$ cat src/rtl/rtc_cal_pkg.sv
package rtc_cal_pkg;

  typedef enum logic [2:0] {
    A_SEC   = 3'd0,
    A_MIN   = 3'd1,
    A_HOUR  = 3'd2,
    A_DOW   = 3'd3,
    A_DATE  = 3'd4,
    A_MONTH = 3'd5,
    A_YEAR  = 3'd6,
    A_CTRL  = 3'd7
  } reg_addr_e;

  function automatic logic [7:0] bcd_inc(input logic [7:0] v);
    if (v[3:0] >= 4'd9) return {v[7:4] + 4'd1, 4'd0};
    return {v[7:4], v[3:0] + 4'd1};
  endfunction

  // two-digit BCD year divisible by four
  function automatic logic is_leap(input logic [7:0] y);
    if (!y[4]) return (y[3:0] == 4'd0) || (y[3:0] == 4'd4) || (y[3:0] == 4'd8);
    return (y[3:0] == 4'd2) || (y[3:0] == 4'd6);
  endfunction

  function automatic logic [7:0] month_days(input logic [7:0] mon, input logic [7:0] y);
    case (mon)
      8'h02:                      return is_leap(y) ? 8'h29 : 8'h28;
      8'h04, 8'h06, 8'h09, 8'h11: return 8'h30;
      default:                    return 8'h31;
    endcase
  endfunction

endpackage

$ cat src/rtl/rtc_prescaler.sv
module rtc_prescaler #(
  parameter int PRESCALE_DIV = 32768
) (
  input  logic clk_i,
  input  logic rst_ni,
  input  logic run_i,
  input  logic clear_i,
  output logic tick_o
);
  localparam int CNT_W = (PRESCALE_DIV > 1) ? $clog2(PRESCALE_DIV) : 1;
  localparam logic [CNT_W-1:0] CNT_MAX = CNT_W'(PRESCALE_DIV - 1);

  logic [CNT_W-1:0] cnt_q;

  assign tick_o = run_i && (cnt_q == CNT_MAX);

  always_ff @(posedge clk_i or negedge rst_ni) begin
    if (!rst_ni)                  cnt_q <= '0;
    else if (clear_i || !run_i)   cnt_q <= '0;
    else if (tick_o)              cnt_q <= '0;
    else                          cnt_q <= cnt_q + 1'b1;
  end

  p_cnt_range_r1: assert property (@(posedge clk_i) disable iff (!rst_ni)
    cnt_q <= CNT_MAX);
  p_tick_gap_r1: assert property (@(posedge clk_i) disable iff (!rst_ni)
    ((PRESCALE_DIV > 1) && tick_o) |=> !tick_o);
  p_clear_r10: assert property (@(posedge clk_i) disable iff (!rst_ni)
    clear_i |=> (cnt_q == '0));

endmodule

$ cat src/rtl/rtc_bcd_field.sv
module rtc_bcd_field #(
  parameter logic [7:0] RST_VAL = 8'h00
) (
  input  logic       clk_i,
  input  logic       rst_ni,
  input  logic       load_i,
  input  logic [7:0] load_val_i,
  input  logic       inc_i,
  input  logic [7:0] lo_i,
  input  logic [7:0] hi_i,
  output logic [7:0] val_o,
  output logic       carry_o
);
  import rtc_cal_pkg::*;

  logic [7:0] val_q;
  logic       at_top;

  // >= so a value left past a shortened limit still wraps
  assign at_top  = (val_q >= hi_i);
  assign carry_o = inc_i && !load_i && at_top;
  assign val_o   = val_q;

  always_ff @(posedge clk_i or negedge rst_ni) begin
    if (!rst_ni)     val_q <= RST_VAL;
    else if (load_i) val_q <= load_val_i;
    else if (inc_i)  val_q <= at_top ? lo_i : bcd_inc(val_q);
  end

  p_wrap_lo_r2: assert property (@(posedge clk_i) disable iff (!rst_ni)
    (inc_i && !load_i && at_top) |=> (val_q == $past(lo_i)));
  p_load_r11: assert property (@(posedge clk_i) disable iff (!rst_ni)
    load_i |=> (val_q == $past(load_val_i)));

endmodule

$ cat src/rtl/rtc_hour_field.sv
module rtc_hour_field (
  input  logic       clk_i,
  input  logic       rst_ni,
  input  logic       mode12_i,
  input  logic       load_i,
  input  logic [7:0] load_val_i,
  input  logic       inc_i,
  output logic [7:0] val_o,
  output logic       carry_o
);
  import rtc_cal_pkg::*;

  logic [7:0] val_q, nxt;
  logic       wrap;
  logic [7:0] h12;
  logic [7:0] h12_inc;

  assign h12     = {3'b000, val_q[4:0]};
  assign h12_inc = bcd_inc(h12);

  always_comb begin
    nxt  = val_q;
    wrap = 1'b0;
    if (mode12_i) begin
      if (h12 >= 8'h12)      nxt = {val_q[7], 7'h01};
      else if (h12 == 8'h11) begin
        nxt  = {~val_q[7], 7'h12};
        wrap = val_q[7];        // 11 PM -> 12 AM
      end else               nxt = {val_q[7], 2'b00, h12_inc[4:0]};
    end else begin
      if (val_q >= 8'h23) begin
        nxt  = 8'h00;
        wrap = 1'b1;
      end else               nxt = bcd_inc(val_q);
    end
  end

  assign carry_o = inc_i && !load_i && wrap;
  assign val_o   = val_q;

  always_ff @(posedge clk_i or negedge rst_ni) begin
    if (!rst_ni)     val_q <= 8'h00;
    else if (load_i) val_q <= load_val_i;
    else if (inc_i)  val_q <= nxt;
  end

  p_pm_toggle_r4: assert property (@(posedge clk_i) disable iff (!rst_ni)
    (mode12_i && inc_i && !load_i && val_q[4:0] == 5'h11)
    |=> (val_q[7] != $past(val_q[7])) && (val_q[4:0] == 5'h12));
  p_midnight_r3: assert property (@(posedge clk_i) disable iff (!rst_ni)
    (!mode12_i && inc_i && !load_i && val_q == 8'h23) |=> (val_q == 8'h00));

endmodule

$ cat src/rtl/bcd_calendar_clock.sv
module bcd_calendar_clock #(
  parameter int PRESCALE_DIV = 32768
) (
  input  logic       clk_i,
  input  logic       rst_ni,
  input  logic       wr_en_i,
  input  logic [2:0] wr_addr_i,
  input  logic [7:0] wr_data_i,
  output logic [7:0] sec_o,
  output logic [7:0] min_o,
  output logic [7:0] hour_o,
  output logic [7:0] dow_o,
  output logic [7:0] date_o,
  output logic [7:0] month_o,
  output logic [7:0] year_o,
  output logic       mode_12h_o,
  output logic       running_o,
  output logic       tick_o
);
  import rtc_cal_pkg::*;

  localparam int NREG = 8;

  logic [NREG-1:0] wr_sel;
  logic            run_q, mode_q;
  logic            pre_tick, tick_eff;
  logic            c_sec, c_min, c_hour, c_dow, c_date, c_month, c_year;
  logic [7:0]      dim;

  assign wr_sel = wr_en_i ? (NREG'(1) << wr_addr_i) : '0;

  always_ff @(posedge clk_i or negedge rst_ni) begin
    if (!rst_ni) begin
      run_q  <= 1'b0;
      mode_q <= 1'b0;
    end else begin
      if (|wr_sel[A_YEAR:A_SEC]) run_q  <= 1'b1;
      if (wr_sel[A_CTRL])        mode_q <= wr_data_i[0];
    end
  end

  rtc_prescaler #(.PRESCALE_DIV(PRESCALE_DIV)) u_pre (
    .clk_i, .rst_ni, .run_i(run_q), .clear_i(wr_sel[A_SEC]), .tick_o(pre_tick)
  );

  assign tick_eff = pre_tick && !wr_sel[A_SEC];
  assign dim      = month_days(month_o, year_o);

  rtc_bcd_field #(.RST_VAL(8'h00)) u_sec (
    .clk_i, .rst_ni, .load_i(wr_sel[A_SEC]), .load_val_i(wr_data_i), .inc_i(tick_eff),
    .lo_i(8'h00), .hi_i(8'h59), .val_o(sec_o), .carry_o(c_sec));

  rtc_bcd_field #(.RST_VAL(8'h00)) u_min (
    .clk_i, .rst_ni, .load_i(wr_sel[A_MIN]), .load_val_i(wr_data_i), .inc_i(c_sec),
    .lo_i(8'h00), .hi_i(8'h59), .val_o(min_o), .carry_o(c_min));

  rtc_hour_field u_hour (
    .clk_i, .rst_ni, .mode12_i(mode_q), .load_i(wr_sel[A_HOUR]), .load_val_i(wr_data_i),
    .inc_i(c_min), .val_o(hour_o), .carry_o(c_hour));

  rtc_bcd_field #(.RST_VAL(8'h00)) u_dow (
    .clk_i, .rst_ni, .load_i(wr_sel[A_DOW]), .load_val_i(wr_data_i), .inc_i(c_hour),
    .lo_i(8'h00), .hi_i(8'h06), .val_o(dow_o), .carry_o(c_dow));

  rtc_bcd_field #(.RST_VAL(8'h01)) u_date (
    .clk_i, .rst_ni, .load_i(wr_sel[A_DATE]), .load_val_i(wr_data_i), .inc_i(c_hour),
    .lo_i(8'h01), .hi_i(dim), .val_o(date_o), .carry_o(c_date));

  rtc_bcd_field #(.RST_VAL(8'h01)) u_month (
    .clk_i, .rst_ni, .load_i(wr_sel[A_MONTH]), .load_val_i(wr_data_i), .inc_i(c_date),
    .lo_i(8'h01), .hi_i(8'h12), .val_o(month_o), .carry_o(c_month));

  rtc_bcd_field #(.RST_VAL(8'h00)) u_year (
    .clk_i, .rst_ni, .load_i(wr_sel[A_YEAR]), .load_val_i(wr_data_i), .inc_i(c_month),
    .lo_i(8'h00), .hi_i(8'h99), .val_o(year_o), .carry_o(c_year));

  assign mode_12h_o = mode_q;
  assign running_o  = run_q;
  assign tick_o     = tick_eff;

  p_gate_r9: assert property (@(posedge clk_i) disable iff (!rst_ni)
    !running_o |-> !tick_o);
  p_start_r9: assert property (@(posedge clk_i) disable iff (!rst_ni)
    (wr_en_i && wr_addr_i != A_CTRL) |=> running_o);
  p_sec_wrap_r2: assert property (@(posedge clk_i) disable iff (!rst_ni)
    (tick_o && sec_o == 8'h59) |=> (sec_o == 8'h00));
  p_leap_r6: assert property (@(posedge clk_i) disable iff (!rst_ni)
    (c_hour && !wr_en_i && month_o == 8'h02 && date_o == 8'h28 && is_leap(year_o))
    |=> (date_o == 8'h29));
  p_dow_r8: assert property (@(posedge clk_i) disable iff (!rst_ni)
    (c_hour && !wr_en_i && dow_o == 8'h06) |=> (dow_o == 8'h00));
  p_year_wrap_r7: assert property (@(posedge clk_i) disable iff (!rst_ni)
    (c_month && !wr_en_i && year_o == 8'h99) |=> (year_o == 8'h00));

  // year carry has no consumer
  logic unused_ok;
  assign unused_ok = c_dow ^ c_year;

endmodule

$ cat config.mk
export PLATFORM = sky130hd
export DESIGN_NAME = bcd_calendar_clock
export DESIGN_NICKNAME = d
export VERILOG_FILES = /design/src/rtl/rtc_cal_pkg.sv /design/src/rtl/rtc_prescaler.sv /design/src/rtl/rtc_bcd_field.sv /design/src/rtl/rtc_hour_field.sv /design/src/rtl/bcd_calendar_clock.sv
export SDC_FILE = /design/constraint.sdc
export NUM_CORES = 1
export LEC_CHECK = 0
export BUFFER_PORTS_ARGS = -buffer_cell sky130_fd_sc_hd__buf_2
export CAP_MARGIN = 10
export CELL_PAD_IN_SITES_DETAIL_PLACEMENT = 0
export CELL_PAD_IN_SITES_GLOBAL_PLACEMENT = 1
export CORE_MARGIN = 2
export CORE_UTILIZATION = 43
export CTS_BUF_LIST = sky130_fd_sc_hd__clkbuf_8
export DETAILED_ROUTE_END_ITERATION = 8
export PLACE_DENSITY_LB_ADDON = 0.1
export SETUP_SLACK_MARGIN = 0.15
export SKIP_CTS_REPAIR_TIMING = 1
export SYNTH_ARGS = -nofsm -noshare
export SYNTH_HDL_FRONTEND = slang
export SYNTH_HIERARCHICAL = 1
export SYNTH_SLANG_ARGS = --single-unit
$ cat constraint.sdc
create_clock -name clk_i -period 4.9 [get_ports clk_i]
set_clock_uncertainty 0.1 [all_clocks]
set_input_delay 0.98 -clock clk_i [delete_from_list [all_inputs] [get_ports clk_i]]
set_output_delay 0.98 -clock clk_i [all_outputs]
set_load 0.02 [all_outputs]
==> flow_results.xml, run 1 <==
<?xml version="1.0" encoding="UTF-8"?>
<metrics>
  <group name="timing">
    <metric name="unrepaired_setup_endpoints_after_global_routing" unit="">no</metric>
    <metric name="period_minus_slack" unit="ps">4410</metric>
    <metric name="hold_viol" unit="">0</metric>
    <metric name="slew-limit-headroom" unit="">0.318</metric>
    <metric name="finalSetupTns" unit="ps">0</metric>
    <metric name="transition_time_at_the_pin_with_the_least_slew_margin" unit="ps">1020</metric>
    <metric name="final_max_slew_viol_count" unit="">0</metric>
    <metric name="finalCritPeriodShare" unit="">0.901</metric>
    <metric name="timing.hold.ws" unit="ps">388</metric>
    <metric name="final-setup-viol-count" unit="">0</metric>
    <metric name="fmax" unit="MHz">227</metric>
  </group>
  <group name="clock_tree">
    <metric name="clock_sink_count" unit="">73</metric>
    <metric name="cts_made_buffers" unit="">9</metric>
    <metric name="tritoncts" unit="">yes</metric>
    <metric name="clock_latency" unit="ps">360</metric>
    <metric name="clk_path_buf_depth" unit="">2</metric>
    <metric name="cts_max_level" unit="">3</metric>
    <metric name="root_buffer" unit="">sky130_fd_sc_hd__clkbuf_8</metric>
    <metric name="clk_pin_slew_worst_paths" unit="ps">90</metric>
  </group>
  <group name="floorplan">
    <metric name="rows" unit="">45</metric>
    <metric name="dieHeight" unit="um">128</metric>
    <metric name="initial_utilization" unit="">0.440</metric>
    <metric name="dieWidth" unit="um">128</metric>
    <metric name="die_area" unit="sq mm">0.0165</metric>
    <metric name="pin_count" unit="">73</metric>
    <metric name="floorplan.core_area" unit="sq mm">0.0151</metric>
  </group>
  <group name="place">
    <metric name="place.detailed.instances" unit="">1070</metric>
    <metric name="gp_congestion" unit="">0.884</metric>
    <metric name="placed_cell_area" unit="sq mm">0.00757</metric>
    <metric name="place.port_buffers" unit="">72</metric>
    <metric name="detailedPlacementHpwl" unit="mm">12.8</metric>
  </group>
  <group name="critical_path">
    <metric name="critPathCaptureType" unit="">flop</metric>
    <metric name="worst_setup_path_start_kind" unit="">flop</metric>
    <metric name="startpoint" unit="">u_pre/cnt_q[0]</metric>
    <metric name="max_stage_delay" unit="ps">390</metric>
    <metric name="ff2ff_path_depth" unit="">23</metric>
    <metric name="worstPathMaxFanout" unit="">9</metric>
    <metric name="critical_path_at" unit="ps">4570</metric>
    <metric name="critical_path.slowest_cell" unit="">sky130_fd_sc_hd__dfrtp_1</metric>
    <metric name="critical_path.cell_chain" unit="">ha_2 -&gt; nand3_2 -&gt; nor2_2 -&gt; and4_1 -&gt; nor2b_4 -&gt; and2b_4 -&gt; nand2_4 -&gt; inv_2 -&gt; and2b_1 -&gt; nand2_4 -&gt; inv_2 -&gt; nand2b_4 -&gt; nor3_2 -&gt; and2b_1 -&gt; nand2_4 -&gt; inv_2 -&gt; and2b_1 -&gt; nand2_4 -&gt; inv_2 -&gt; and2b_4 -&gt; nand3_4 -&gt; o32a_1 -&gt; o221a_1</metric>
    <metric name="reg2reg_start" unit="">u_pre/cnt_q[0]</metric>
    <metric name="kind_of_critical_path" unit="">reg -&gt; reg</metric>
    <metric name="cp_data_required_time" unit="ps">5050</metric>
  </group>
  <group name="power">
    <metric name="power-per-cell-area" unit="mW/mm^2">394</metric>
    <metric name="cellLeakagePower" unit="nW">3.62</metric>
    <metric name="max-vdd-ir-drop" unit="uV">292</metric>
  </group>
  <group name="detailed_routing">
    <metric name="routed_wl" unit="mm">17.6</metric>
    <metric name="avgRoutedWirePerCell" unit="um">16.2</metric>
    <metric name="detailedRoute.firstPassIterationCount" unit="">5</metric>
    <metric name="remaining_drc_errors" unit="">0</metric>
    <metric name="post_drt_via_cell_ratio" unit="">5.44</metric>
    <metric name="vias" unit="">5905</metric>
    <metric name="ant_nets" unit="">0</metric>
    <metric name="detail_route.iter0.violations" unit="">330</metric>
  </group>
  <group name="synth">
    <metric name="yosys_warnings" unit="">6</metric>
    <metric name="synthCells" unit="">733</metric>
    <metric name="synthesis.area" unit="sq mm">0.00666</metric>
    <metric name="postSynthAreaPerCell" unit="sq um">9.09</metric>
  </group>
  <group name="worst_hold_path">
    <metric name="hp-class" unit="">reg -&gt; reg</metric>
    <metric name="timing.hold.worst.start" unit="">u_pre/cnt_q[0]</metric>
    <metric name="worstHoldPathCells" unit="">1</metric>
  </group>
  <group name="grt">
    <metric name="initial_antenna_violation_count" unit="">0</metric>
    <metric name="grt_use_total" unit="">0.219</metric>
    <metric name="pin_count_of_the_biggest_net_entering_global_routing" unit="">74</metric>
    <metric name="grt_pass1_wl" unit="mm">28.9</metric>
    <metric name="grt_pass1_vias" unit="">5663</metric>
    <metric name="overflow" unit="">0</metric>
  </group>
  <group name="finish">
    <metric name="fillCellCount" unit="">1445</metric>
    <metric name="final_cell_area" unit="sq mm">0.00776</metric>
    <metric name="instances_no_fill" unit="">1086</metric>
    <metric name="area_growth_syn_to_layout" unit="%">16.6</metric>
    <metric name="final_layout_size_suffix_gt1_frac" unit="">0.203</metric>
    <metric name="antenna_cells" unit="">0</metric>
    <metric name="nNetsFinal" unit="">986</metric>
  </group>
  <group name="run_status">
    <metric name="run_status" unit="">finished clean</metric>
  </group>
  <group name="flow_run">
    <metric name="max_cap_violations" unit="">0</metric>
  </group>
</metrics>
==> routing by layer <==
metal	up-vias	part of all wire	GRT usage	wire, um
li1	2910	-	-	-
met1	2850	0.48	0.301	8370
met2	137	0.48	0.365	8370
met3	8	0.042	0.0304	737
met4	0	0.0061	0.0549	108
met5	-	0	0	0
==> placed cells by master (no fill, tap or decap), types with 10 or more instances in the layout <==
master	n
sky130_fd_sc_hd__a21o_1	13
sky130_fd_sc_hd__a21oi_1	41
sky130_fd_sc_hd__a31oi_1	21
sky130_fd_sc_hd__buf_2	71
sky130_fd_sc_hd__buf_4	16
sky130_fd_sc_hd__clkbuf_8	10
sky130_fd_sc_hd__conb_1	93
sky130_fd_sc_hd__dfrtp_1	71
sky130_fd_sc_hd__ha_1	78
sky130_fd_sc_hd__inv_1	78
sky130_fd_sc_hd__nand2_1	37
sky130_fd_sc_hd__nand2b_1	17
sky130_fd_sc_hd__nand3_1	53
sky130_fd_sc_hd__nor2_1	34
sky130_fd_sc_hd__nor3_1	21
sky130_fd_sc_hd__nor3b_1	19
sky130_fd_sc_hd__o211ai_1	13
sky130_fd_sc_hd__o21ai_0	14
sky130_fd_sc_hd__o221a_1	12
sky130_fd_sc_hd__o311ai_2	13
sky130_fd_sc_hd__o32a_1	14
sky130_fd_sc_hd__xnor2_1	23
==> path summary, 6_finish.rpt <==
path,end,slack (ps)
setup / recovery,u_year/val_o[6],490
hold / removal,u_pre/cnt_q[0],390
setup reg to reg,u_year/val_o[6],490
hold reg to reg,u_pre/cnt_q[0],390
max in group asynchronous,u_min/val_o[2],3370
min in group asynchronous,u_dow/val_o[3],680
==> flip-flops by register name (all words and copies together) (netlist names) <==
register	flops
running_o	1
u_month/val_o	8
u_year/val_o	8
u_dow/val_o	8
u_min/val_o	8
mode_12h_o	1
u_sec/val_o	8
u_hour/val_o	8
u_pre/cnt_q	15
u_date/val_o	8
==> critical path: cells and delay by family, from the launching register on <==
kind | cells | cell delay [ps]
AOI/OAI and AO/OA | 2 | 480
buffers and inverters | 4 | 520
adders and majority gates | 1 | 240
and+or+nand+nor | 16 | 2570
DFF | 1 | 390
==> through the flow <==
| stage | worst slack [ps] | util | power (mW) |
|---|---|---|---|
| after global placement | 353 | 0.500 | 2.56 |
| after detailed placement | 182 | 0.500 | 2.60 |
| after floorplan | 98.6 | - | 2.20 |
| after CTS | 149 | 0.512 | 3.07 |
| after global routing | 151 | 0.513 | 3.32 |
| final | 485 | 0.513 | 3.06 |
==> power breakdown <==
group	switching [mW]	total (mW)	leakage (nW)	internal (mW)
clock	0.255	0.452	0.0805	0.197
combinational	0.897	1.54	2.66	0.648
sequential	0.300	1.07	0.875	0.767
total	1.45	3.06	3.62	1.61
==> cell type report <==
type / count / area [sq um] / area share
tap: 188 / 235 / 0.0303
sequential: 73 / 1830 / 0.236
multi-input combinational: 640 / 4740 / 0.610
clock inverter: 6 / 43.8 / 0.00564
inverter: 82 / 308 / 0.0396
timing repair buffer: 87 / 475 / 0.0612
clock buffer: 10 / 138 / 0.0177
(Power assumes the default switching activity.)
==> run 2: changes to the inputs <==
--- a/config.mk
+++ b/config.mk
@@ -10,8 +10,7 @@
 export CELL_PAD_IN_SITES_DETAIL_PLACEMENT = 0
 export CELL_PAD_IN_SITES_GLOBAL_PLACEMENT = 1
 export CORE_MARGIN = 2
-export CORE_UTILIZATION = 43
-export CTS_BUF_LIST = sky130_fd_sc_hd__clkbuf_8
+export CORE_UTILIZATION = 42
 export DETAILED_ROUTE_END_ITERATION = 8
 export PLACE_DENSITY_LB_ADDON = 0.1
 export SETUP_SLACK_MARGIN = 0.15
==> flow_results.xml, run 2 (synthesis results as in run 1) <==
<?xml version="1.0" encoding="UTF-8"?>
<metrics>
  <group name="floorplan">
    <metric name="dieWidth" unit="um">130</metric>
    <metric name="initial_utilization" unit="">0.424</metric>
    <metric name="pin_count" unit="">73</metric>
    <metric name="rows" unit="">46</metric>
    <metric name="floorplan.core_area" unit="sq mm">0.0157</metric>
    <metric name="dieHeight" unit="um">130</metric>
    <metric name="die_area" unit="sq mm">0.0169</metric>
  </group>
  <group name="detailed_routing">
    <metric name="routed_wl" unit="mm">17.3</metric>
    <metric name="post_route_m1_wl" unit="mm">8.50</metric>
    <metric name="detail_route.iter0.violations" unit="">256</metric>
    <metric name="remaining_drc_errors" unit="">0</metric>
    <metric name="vias" unit="">5800</metric>
    <metric name="post_drt_via_cell_ratio" unit="">5.21</metric>
    <metric name="topRoutingLayerUsed" unit="">met4</metric>
    <metric name="route.met3.wl" unit="um">513</metric>
    <metric name="ant_nets" unit="">0</metric>
    <metric name="avgRoutedWirePerCell" unit="um">15.6</metric>
    <metric name="dr_wl_met2" unit="mm">8.18</metric>
    <metric name="detailedRoute.firstPassIterationCount" unit="">5</metric>
  </group>
  <group name="critical_path">
    <metric name="critical_path_buffer_and_inverter_count" unit="">4</metric>
    <metric name="worstPathMaxFanout" unit="">9</metric>
    <metric name="critical_path.slowest_cell" unit="">sky130_fd_sc_hd__dfrtp_1</metric>
    <metric name="critical_path_at" unit="ps">4540</metric>
    <metric name="critical_path.top_delay_family" unit="">simple AND/OR/NAND/NOR gates</metric>
    <metric name="reg2reg_start" unit="">u_pre/cnt_q[0]</metric>
    <metric name="critical_path.cell_chain" unit="">ha_1 -&gt; nand3_2 -&gt; nor2_2 -&gt; and4_1 -&gt; nor2b_4 -&gt; and2b_4 -&gt; nand2_4 -&gt; inv_2 -&gt; and2b_1 -&gt; nand2_4 -&gt; inv_2 -&gt; nand2b_4 -&gt; nor3_2 -&gt; and2b_1 -&gt; nand2_4 -&gt; inv_2 -&gt; and2b_1 -&gt; nand2_4 -&gt; inv_2 -&gt; and2b_2 -&gt; nand3_4 -&gt; o32a_1 -&gt; o221a_1</metric>
    <metric name="ff2ff_path_depth" unit="">23</metric>
    <metric name="startpoint" unit="">u_pre/cnt_q[0]</metric>
    <metric name="max_stage_delay" unit="ps">390</metric>
    <metric name="cp_data_required_time" unit="ps">5020</metric>
    <metric name="worst_setup_path_start_kind" unit="">flop</metric>
    <metric name="kind_of_critical_path" unit="">reg -&gt; reg</metric>
    <metric name="critPathCaptureType" unit="">flop</metric>
    <metric name="crit_cells" unit="">23</metric>
  </group>
  <group name="power">
    <metric name="net-switching-power" unit="mW">1.46</metric>
    <metric name="cellLeakagePower" unit="nW">3.68</metric>
    <metric name="clock_power_share" unit="">0.218</metric>
    <metric name="power-per-cell-area" unit="mW/mm^2">419</metric>
    <metric name="post-layout-total-power" unit="mW">3.32</metric>
    <metric name="power.share.switching" unit="">0.440</metric>
    <metric name="seq_power_share" unit="">0.320</metric>
    <metric name="internal_power" unit="mW">1.86</metric>
    <metric name="max-vdd-ir-drop" unit="uV">203</metric>
    <metric name="comb_power_share" unit="">0.462</metric>
  </group>
  <group name="timing">
    <metric name="slew-limit-headroom" unit="">0.328</metric>
    <metric name="final_max_slew_viol_count" unit="">0</metric>
    <metric name="timing.hold.ws" unit="ps">389</metric>
    <metric name="hold_viol" unit="">0</metric>
    <metric name="transition_time_at_the_pin_with_the_least_slew_margin" unit="ps">1000</metric>
    <metric name="final-setup-viol-count" unit="">0</metric>
    <metric name="finalCritPeriodShare" unit="">0.901</metric>
    <metric name="finalSetupTns" unit="ps">0</metric>
    <metric name="unrepaired_setup_endpoints_after_global_routing" unit="">no</metric>
    <metric name="fmax" unit="MHz">227</metric>
    <metric name="period_minus_slack" unit="ps">4410</metric>
  </group>
  <group name="clock_tree">
    <metric name="cts_max_level" unit="">3</metric>
    <metric name="clk_path_buf_depth" unit="">2</metric>
    <metric name="clock_latency" unit="ps">340</metric>
    <metric name="clock_sink_count" unit="">73</metric>
    <metric name="clk_pin_slew_worst_paths" unit="ps">60</metric>
    <metric name="cts_made_buffers" unit="">9</metric>
    <metric name="tritoncts" unit="">yes</metric>
    <metric name="root_buffer" unit="">sky130_fd_sc_hd__clkbuf_16</metric>
  </group>
  <group name="grt">
    <metric name="initial_antenna_violation_count" unit="">0</metric>
    <metric name="pin_count_of_the_biggest_net_entering_global_routing" unit="">74</metric>
    <metric name="grt_use_total" unit="">0.212</metric>
    <metric name="overflow" unit="">0</metric>
    <metric name="grt_pass1_vias" unit="">5490</metric>
    <metric name="grt_pass1_wl" unit="mm">28.2</metric>
  </group>
  <group name="finish">
    <metric name="registers.top_by_ff_count" unit="">u_pre/cnt_q</metric>
    <metric name="nNetsFinal" unit="">985</metric>
    <metric name="layout_common_cells" unit="">93 x sky130_fd_sc_hd__conb_1, 79 x sky130_fd_sc_hd__ha_1, 78 x sky130_fd_sc_hd__inv_1, 71 x sky130_fd_sc_hd__buf_2, 71 x sky130_fd_sc_hd__dfrtp_1</metric>
    <metric name="final_common_cell" unit="">sky130_fd_sc_hd__conb_1</metric>
    <metric name="final_layout_size_suffix_gt1_frac" unit="">0.200</metric>
    <metric name="area_growth_syn_to_layout" unit="%">19.0</metric>
    <metric name="post-route-util" unit="">0.505</metric>
    <metric name="fillCellCount" unit="">1538</metric>
    <metric name="final_cell_area" unit="sq mm">0.00793</metric>
    <metric name="antenna_cells" unit="">0</metric>
    <metric name="largest_reg_flops" unit="">15</metric>
  </group>
  <group name="place">
    <metric name="gp_congestion" unit="">0.872</metric>
    <metric name="place.port_buffers" unit="">72</metric>
    <metric name="detailedPlacementHpwl" unit="mm">12.7</metric>
    <metric name="placed_cell_area" unit="sq mm">0.00760</metric>
  </group>
  <group name="worst_hold_path">
    <metric name="timing.hold.worst.start" unit="">u_pre/cnt_q[0]</metric>
    <metric name="hp-class" unit="">reg -&gt; reg</metric>
    <metric name="worstHoldPathCells" unit="">1</metric>
  </group>
  <group name="run_status">
    <metric name="run_status" unit="">finished clean</metric>
  </group>
  <group name="flow_run">
    <metric name="max_cap_violations" unit="">0</metric>
  </group>
</metrics>
run 2: routing by layer:
layer,global-route usage,vias up
met4,0.0411,0
li1,-,2911
met3,0.0320,10
met1,0.297,2779
met2,0.349,100
met5,0,-
run 2: final timing paths:
check	endpoint	slack, ps
max in group asynchronous	u_month/val_o[1]	3330
min in group asynchronous	u_dow/val_o[1]	710
max	u_year/val_o[6]	490
min reg2reg	u_pre/cnt_q[0]	390
max reg2reg	u_year/val_o[6]	490
min	u_pre/cnt_q[0]	390
run 2: power groups by stage:
stage	Sequential [mW]	Clock (mW)	Combinational, mW
floorplan	1.16	0	1.04
global placement	1.07	0	1.49
detailed placement	1.07	0	1.53
CTS	1.07	0.742	1.54
global route	1.10	0.769	1.71
finish	1.06	0.722	1.53
run 2: layout make-up:
cell class	instances	area (sq um)	area share
Clock buffer	10	229	0.0289
Multi-Input combinational cell	640	4730	0.597
Clock inverter	6	91.3	0.0115
Timing Repair Buffer	86	468	0.0590
Sequential cell	73	1830	0.231
Inverter	82	308	0.0388
Tap cell	216	270	0.0341
run 2: per-stage QoR:
step | worst slack [ps] | cells
after CTS | 133 | 1113
after global routing | 184 | 1113
after global placement | 337 | 1097
after detailed placement | 146 | 1097
after floorplan | 98.6 | 824
final | 486 | 1113
